### config.mk
export PLATFORM = sky130hd
export DESIGN_NAME = ucode_sequencer
export DESIGN_NICKNAME = d
export VERILOG_FILES = /design/src/rtl/ucseq_pkg.sv /design/src/rtl/ucseq_qual_mux.sv /design/src/rtl/ucseq_fetch.sv /design/src/rtl/ucseq_cmd.sv /design/src/rtl/ucode_sequencer.sv
export SDC_FILE = /design/constraint.sdc
export NUM_CORES = 1
export LEC_CHECK = 0
export ABC_CLOCK_PERIOD_IN_PS = 4100
export BUFFER_PORTS_ARGS = -buffer_cell sky130_fd_sc_hd__clkbuf_2
export CAP_MARGIN = 20
export CELL_PAD_IN_SITES_DETAIL_PLACEMENT = 1
export CELL_PAD_IN_SITES_GLOBAL_PLACEMENT = 1
export CORE_UTILIZATION = 30
export CTS_BUF_LIST = sky130_fd_sc_hd__clkbuf_16
export CTS_CLUSTER_DIAMETER = 200
export DETAILED_ROUTE_END_ITERATION = 10
export PLACE_DENSITY = 0.79
export REMOVE_ABC_BUFFERS = 1
export SLEW_MARGIN = 10
export SYNTH_ARGS = -nofsm -noshare
export SYNTH_HDL_FRONTEND = slang
export SYNTH_HIERARCHICAL = 1
export SYNTH_SLANG_ARGS = --single-unit
### constraint.sdc
create_clock -name clk -period 4.1 [get_ports clk]
set_input_delay 0.205 -clock clk [delete_from_list [all_inputs] [get_ports clk]]
set_output_delay 0.205 -clock clk [all_outputs]
set_load 0.01 [all_outputs]
### src/rtl/ucseq_pkg.sv
package ucseq_pkg;

    localparam int SEL_W_DEF  = 6;
    localparam int WORD_W_DEF = 28;
    localparam int OP_W_DEF   = 3;

    typedef enum logic {
        PH_LO = 1'b0,
        PH_HI = 1'b1
    } phase_e;

    function automatic logic half_bit(phase_e p);
        return (p == PH_HI);
    endfunction

endpackage

### src/rtl/ucseq_qual_mux.sv
module ucseq_qual_mux #(
    parameter int SEL_W = ucseq_pkg::SEL_W_DEF
) (
    input  logic [SEL_W-1:0]      sel,
    input  logic [(1<<SEL_W)-1:0] qual,
    output logic                  q_bit
);
    localparam int NQ = 1 << SEL_W;

    logic [NQ-1:0] hit;

    for (genvar i = 0; i < NQ; i++) begin : g_tap
        assign hit[i] = qual[i] & (sel == SEL_W'(i));
    end

    assign q_bit = |hit;
endmodule

### src/rtl/ucseq_fetch.sv
module ucseq_fetch
    import ucseq_pkg::*;
#(
    parameter int SEL_W  = SEL_W_DEF,
    parameter int WORD_W = WORD_W_DEF,
    localparam int ADDR_W = SEL_W + 2,
    localparam int DIR_W  = 2 * WORD_W - SEL_W
) (
    input  logic              clk,
    input  logic              rst,
    input  logic [WORD_W-1:0] rom_data,
    input  logic              q_bit,
    output logic [SEL_W-1:0]  sel,
    output logic [ADDR_W-1:0] rom_addr,
    output logic              ui_load,
    output logic [DIR_W-1:0]  ui_cmd
);
    phase_e            phase_q;
    logic              primed_q;
    logic [SEL_W:0]    base_q;
    logic [SEL_W:0]    base_nx;
    logic [WORD_W-1:0] lo_q;

    assign sel = lo_q[SEL_W-1:0];

    always_comb begin
        base_nx = '0;
        if (primed_q) base_nx = {lo_q[SEL_W-1:0], q_bit};
    end

    always_comb begin
        if (phase_q == PH_LO) rom_addr = {base_nx, half_bit(phase_q)};
        else                  rom_addr = {base_q, half_bit(phase_q)};
    end

    assign ui_load = (phase_q == PH_LO) && primed_q;
    assign ui_cmd  = {rom_data, lo_q[WORD_W-1:SEL_W]};

    always_ff @(posedge clk) begin
        if (rst) begin
            phase_q  <= PH_LO;
            primed_q <= 1'b0;
            base_q   <= '0;
            lo_q     <= '0;
        end else begin
            case (phase_q)
                PH_LO: begin
                    base_q  <= base_nx;
                    phase_q <= PH_HI;
                end
                default: begin
                    lo_q     <= rom_data;
                    primed_q <= 1'b1;
                    phase_q  <= PH_LO;
                end
            endcase
        end
    end
endmodule

### src/rtl/ucseq_cmd.sv
module ucseq_cmd #(
    parameter int DIR_W = 50,
    parameter int OP_W  = ucseq_pkg::OP_W_DEF,
    localparam int NSTB = 1 << OP_W
) (
    input  logic             clk,
    input  logic             rst,
    input  logic             load,
    input  logic [DIR_W-1:0] ui_cmd,
    output logic [DIR_W-1:0] cmd_direct,
    output logic [NSTB-1:0]  cmd_strobe
);
    logic [NSTB-1:0] stb_nx;

    for (genvar i = 0; i < NSTB; i++) begin : g_dec
        assign stb_nx[i] = (ui_cmd[OP_W-1:0] == OP_W'(i));
    end

    always_ff @(posedge clk) begin
        if (rst) begin
            cmd_direct <= '0;
            cmd_strobe <= '0;
        end else if (load) begin
            cmd_direct <= ui_cmd;
            cmd_strobe <= stb_nx;
        end
    end
endmodule

### src/rtl/ucode_sequencer.sv
module ucode_sequencer
    import ucseq_pkg::*;
#(
    parameter int SEL_W  = SEL_W_DEF,
    parameter int WORD_W = WORD_W_DEF,
    parameter int OP_W   = OP_W_DEF,
    localparam int ADDR_W = SEL_W + 2,
    localparam int NQ     = 1 << SEL_W,
    localparam int DIR_W  = 2 * WORD_W - SEL_W,
    localparam int NSTB   = 1 << OP_W
) (
    input  logic              clk,
    input  logic              rst,
    output logic [ADDR_W-1:0] rom_addr,
    input  logic [WORD_W-1:0] rom_data,
    input  logic [NQ-1:0]     qual,
    output logic [DIR_W-1:0]  cmd_direct,
    output logic [NSTB-1:0]   cmd_strobe
);
    logic [SEL_W-1:0] sel;
    logic             q_bit;
    logic             ui_load;
    logic [DIR_W-1:0] ui_cmd;

    ucseq_qual_mux #(.SEL_W(SEL_W)) i_qmux (
        .sel   (sel),
        .qual  (qual),
        .q_bit (q_bit)
    );

    ucseq_fetch #(.SEL_W(SEL_W), .WORD_W(WORD_W)) i_fetch (
        .clk      (clk),
        .rst      (rst),
        .rom_data (rom_data),
        .q_bit    (q_bit),
        .sel      (sel),
        .rom_addr (rom_addr),
        .ui_load  (ui_load),
        .ui_cmd   (ui_cmd)
    );

    ucseq_cmd #(.DIR_W(DIR_W), .OP_W(OP_W)) i_cmd (
        .clk        (clk),
        .rst        (rst),
        .load       (ui_load),
        .ui_cmd     (ui_cmd),
        .cmd_direct (cmd_direct),
        .cmd_strobe (cmd_strobe)
    );
endmodule

Word-level counts from Yosys, hierarchy flattened

Cells that the tools add are included.

Mux-type cells: 3
Equality and inequality tests: 70
Bitwise operators: 65
Reductions and logical operators: 4

Operators by type and width:

| operator                                      | count |
|---|---|
| == test 6 bit, second input constant          | 32 |
| == test 6 x 5 -> 1 bit, second input constant | 16 |
| bitwise AND 1 bit                             | 64 |
| OR reduction 64 bit                           | 1 |
| == test 6 x 4 -> 1 bit, second input constant | 8 |
| == test 6 x 3 -> 1 bit, second input constant | 4 |
| == test 3 bit, second input constant          | 4 |
| == test 6 x 2 -> 1 bit, second input constant | 2 |
| 2-to-1 mux 8 bit                              | 1 |
| 2-to-1 mux 7 bit                              | 1 |
| == test 3 x 2 -> 1 bit, second input constant | 2 |
| == test 6 x 1 -> 1 bit, second input constant | 1 |
| logical NOT 6 bit                             | 1 |
| == test 3 x 1 -> 1 bit, second input constant | 1 |
| logical NOT 3 bit                             | 1 |
| logical AND 1 bit                             | 1 |
| 2-to-1 mux 1 bit                              | 1 |
| inverter 1 bit                                | 1 |

Word-level logic and storage cells: 148
Bits in registers: 95
Output and inout port bits: 66
Input bits: 94

Logic depth before layout (Yosys ltp)

Depth in word-level cells: 5
Gate-level depth with buffers: 9
Gate-level depth less buffers: 7

Modules after synthesis

The synthesis kept the hierarchy.

By module, submodules not included:

| module         | cells an instance | times used | seq. area each (µm²) | area each (µm²) |
|---|---|---|---|---|
| ucseq_cmd      | 195               | 1          | 1161.1               | 2090.8 |
| ucseq_fetch    | 164               | 1          | 740.7                | 1574.0 |
| ucseq_qual_mux | 102               | 1          | 0.0                  | 752.0 |

Worst setup path after synthesis

No wires, ideal clock.

Path kind: flip-flop to output port
From: register i_fetch.lo_q[2]
To: output rom_addr[1]
Cell stages (with the launch flop): 9
Path buffers: 1
Required time: 3895 ps
Slack: 2146 ps
Arrival: 1749 ps
Cells stage by stage: dfxtp_1 buf_6 mux2i_1 o22ai_1 or4_4 nor3_2 nor4_1 nand3b_1 nand2_1

Longest elaborated chain between the ends: 5
Elaborated cells between the ends (all ways): 131
Classes of those cells: eq/ne (63); mux (2); bitwise (64); reduce/logical (2)

RTL lines:

| what                                           | RTL line              | source |
|---|---|---|
| start, declared                                | ucseq_fetch.sv:22     | `logic [WORD_W-1:0] lo_q;` |
| start signal, assigned                         | ucseq_fetch.sv:52     | `lo_q <= rom_data;` |
| == test 6 x 1 -> 1 bit (tied with other cells) | ucseq_qual_mux.sv:13  | `assign hit[i] = qual[i] & (sel == SEL_W'(i));` |
| bitwise AND 1 bit                              | ucseq_qual_mux.sv:13  |  |
| OR reduction 64 bit (*)                        | ucseq_qual_mux.sv:16  | `assign q_bit = \|hit;` |
| net q_bit                                      | ucode_sequencer.sv:21 | `logic q_bit;` |
| 2-to-1 mux 7 bit (*)                           | ucseq_fetch.sv:28     | `if (primed_q) base_nx = {lo_q[SEL_W-1:0], q_bit};` |
| 2-to-1 mux 8 bit (*)                           | ucseq_fetch.sv:32     | `if (phase_q == PH_LO) rom_addr = {base_nx, half_bit(phase_q)};` |
| end, declared                                  | ucode_sequencer.sv:14 | `output logic [ADDR_W-1:0] rom_addr,` |

The timed path passes the listed nets; every way through them passes the cells marked *.

Final worst setup path

From: register i_fetch.lo_q[1]
To: output rom_addr[1]

The elaborated chain is that of the path after synthesis.

==> results by group <==
Run status
  • Status: finished clean

Floorplanning
  • Total core area: approximately 0.014 mm2
  • Die Span Y: 123 um
  • Rows: between 40 and 50
  • IO Pins: 160
  • Die ar.: 0.0152 mm2
  • Die W: about 120 um
  • Initial Util: 31.3%

Worst setup path
  • WP depth: 8
  • Crit. End Element: output pin
  • CP arrival: between 2 and 3 ns
  • Cells on worst reg2reg path: 7
  • Worst-path fanout max: 33
  • CP peak stage delay: approximately 1 ns
  • Reg2Reg Launch Point: i_fetch/lo_q[1]$_SDFFE_PP0P_
  • Reg2Reg Setup Slack: about 1.5 ns
  • Crit-path slowest cell: dfxtp_1
  • Buffers plus inverters on the worst setup path: 1
  • Worst EP required: a little under 4 ns
  • Kind of cell adding the most delay to the critical path: flip-flops
  • Critical path, cell by cell: mux2i_1 -> o22ai_1 -> or4_1 -> a211oi_1 -> nor4_1 -> nand3b_1 -> nand2_1 -> clkbuf_2
  • WS Path Type: register to output pin
  • CP Launch Point: i_fetch/lo_q[1]$_SDFFE_PP0P_
  • Startpoint types: register
  • Reg-to-Reg End: i_fetch/base_q[0]$_SDFFE_PP0N_

Hold path
  • Worst hold start: rom_data[15]
  • Hold endpoint: i_cmd/cmd_direct[37]$_SDFFE_PP0P_
  • Hold Path Class: primary input to register
  • Hold path depth: 3

Layout
  • Share of cells above drive strength 1: between 30% and 40%
  • P&R area growth vs syn: 21.7%
  • Final Net Count: 666
  • Fillers: ~1700
  • Register area: 0.00190 mm2
  • # diodes: 0
  • Post-layout util: between 30% and 40%
  • Most common cell after layout, fill and taps aside: clkbuf_2
  • Commonest cells after routing, fill and taps aside: clkbuf_2 (158), dfxtp_1 (94), mux2i_1 (86)
  • Area of the multi-input gates: 0.00208 mm2
  • Design Area, Final: about 0.0054 mm2

GRT
  • Pin count of the biggest net entering global routing: 96
  • Gr usage total: roughly 15%
  • First-pass GRT wire length: ~18 mm
  • Via count of the first global-routing pass: around 3700
  • Total grt overflow: 0
  • Initial antenna violation count: 0

Detailed routing
  • WL/cell: between 10 and 15 um
  • Iteration-0 DRC Markers: about 120
  • DRC viols: 0
  • Antenna Nets Post-Route: 0
  • Vias: ~3700
  • Total routed wirelength: approximately 11 mm
  • DR vias/cell: about 4.9
  • Drt pass-1 iters: 4

Synthesis
  • Seq/Total Area, Yosys: between 40% and 50%
  • Cell variety after synth: 44
  • Syn avg cell area: roughly 9.6 um2
  • Post-synthesis register bit count: 95
  • Synth warnings: 6
  • Post-synthesis instance area: around 0.0044 mm2
  • Cell count after synthesis: around 460
  • Share of flip-flops with an asynchronous set or reset: 0%
  • EDFF count, synth: 0
  • Main synth FF type: dfxtp_1

Power and ir drop
  • Pwr Density: about 410 mW/mm2
  • Worst VDD drop: roughly 200 uV
  • Register share of total power: 45.8%
  • Psw: 553 uW
  • Pint: around 1.6 mW
  • Comb pwr share: approximately an eighth
  • Switching share of power: between 20% and 30%
  • Clock Power Share: between 40% and 50%
  • LEAKAGE: ~2.3 nW

Clocking
  • H-tree levels: 3
  • CTS tree: yes
  • Post_cts resized: 0
  • Setup Buffers After CTS: 0
  • Root Buffer: clkbuf_16
  • Later-pin clock latency in the skew report: 0.34 ns
  • CTS sink cnt: between 90 and 100
  • Worst-path clk slew: 0.08 ns
  • Hold Buf Count CTS: 0
  • Clk buf depth: 2
  • CTS Buf Count: 9

Timing
  • Least-Margin Pin Slew: roughly 1.1 ns
  • Clk_skew: between 0.01 and 0.015 ns
  • Setup-failing EPs final: 0
  • Fmax: approximately 0.32 GHz
  • Worst relative slew slack: 28.4%
  • Fin worst setup slack: roughly 0.94 ns
  • Crit share post-route: about 77%
  • Post-route minimum period: approximately 3.2 ns
  • Final TNS setup: 0 ns
  • Fin Hold WS: around 0.12 ns
  • RSZ-0062 raised after global routing: no
  • Endpoints failing hold: 0
  • Final Slew Violations: 0

Place
  • HPWL Detailed: a little over 8 mm
  • Place WS: around 1.3 ns
  • GP Congestion: about 0.94
  • Port Buf Inserts: 159
  • Placed Instance Area: between 0.005 and 0.006 mm2

Flow run
  • Max-cap violations: 0
## Yosys cell counts (all sizes together) (3+ instances only)
library cell / instances / share of area, %
nor2: 82 / 7.0
nand3b: 21 / 3.6
inv: 3 / 0.25
a22oi: 6 / 1.0
nor2b: 3 / 0.48
clkbuf: 6 / 0.51
or4: 4 / 0.76
a211oi: 3 / 0.51
buf: 55 / 9.3
dfxtp: 95 / 43
a21oi: 22 / 2.5
nor3b: 3 / 0.74
mux2i: 86 / 19
o22ai: 9 / 1.3
nand4: 3 / 0.42
nand2b: 9 / 1.3
a32oi: 4 / 0.79
nand2: 20 / 1.7
mux2: 3 / 0.76
nand4b: 3 / 0.60
## registers in the layout (all words and copies together), names as in the netlist
| signal | count |
|---|---|
| i_cmd/cmd_direct | 50 |
| i_fetch/lo_q | 28 |
| i_cmd/cmd_strobe | 8 |
| i_fetch/base_q | 7 |
| i_fetch/phase_q | 1 |
| i_fetch/primed_q | 1 |
## metal layers
metal / up-vias / track usage (%) / part of all wire [%]
met2: 145 / 25.3 / 48
li1: 1788 / - / -
met3: 20 / 4.43 / 8.4
met1: 1722 / 17.3 / 42
met5: - / 0 / 0
met4: 0 / 5.87 / 2.0
## logic make-up (layout without fill, tap and decap cells)
group | after synthesis | after routing | synth area share, %
buffers and inverters | 64 | 180 | 10.0
AOI/OAI and AO/OA | 49 | 49 | 7.03
muxes | 89 | 89 | 20.3
DFF | 95 | 95 | 43.1
and+or+nand+nor | 164 | 164 | 19.6
## worst max-delay path by stage
stage | end | slack (ns)
2_1_floorplan | i_cmd/cmd_strobe[1]$_SDFFE_PP0P_ | -1.33
3_3_place_gp | rom_addr[1] | 1.42
3_5_place_dp | rom_addr[1] | 1.32
4_1_cts | rom_addr[1] | 0.95
5_1_grt | rom_addr[1] | 0.73
6_report | rom_addr[1] | 0.94
## worst reg2reg max path: cells and delay by family, from the launching register on
| family | cells | cell delay (ns) |
|---|---|---|
| simple gates | 3 | 0.74 |
| compound gates | 3 | 0.41 |
| mux | 1 | 0.32 |
| flops | 1 | 1.03 |
## final cells by class
type | count | area share, %
well taps | 180 | 4.19
clock inverters | 7 | 1.98
clock buffers | 9 | 4.19
flip-flops and latches | 95 | 35.4
repair buffers | 161 | 15.4
multi-input cells | 302 | 38.7
inverters | 3 | 0.209
## stage by stage
| step | power (mW) | cells |
|---|---|---|
| 6_report | 2.19 | 757 |
| 3_5_place_dp | 1.29 | 741 |
| 5_1_grt | 2.30 | 757 |
| 2_1_floorplan | 1.17 | 400 |
| 3_3_place_gp | 1.28 | 741 |
| 4_1_cts | 2.23 | 757 |
## power groups by stage
stage | clock network [mW] | registers (mW) | logic, mW
2_1_floorplan | 0 | 1.03 | 0.141
4_1_cts | 0.960 | 1.00 | 0.269
3_3_place_gp | 0 | 1.02 | 0.258
5_1_grt | 1.00 | 1.01 | 0.292
6_report | 0.925 | 1.00 | 0.265
3_5_place_dp | 0 | 1.03 | 0.268
No activity file was read; power rests on OpenSTA's default activity.
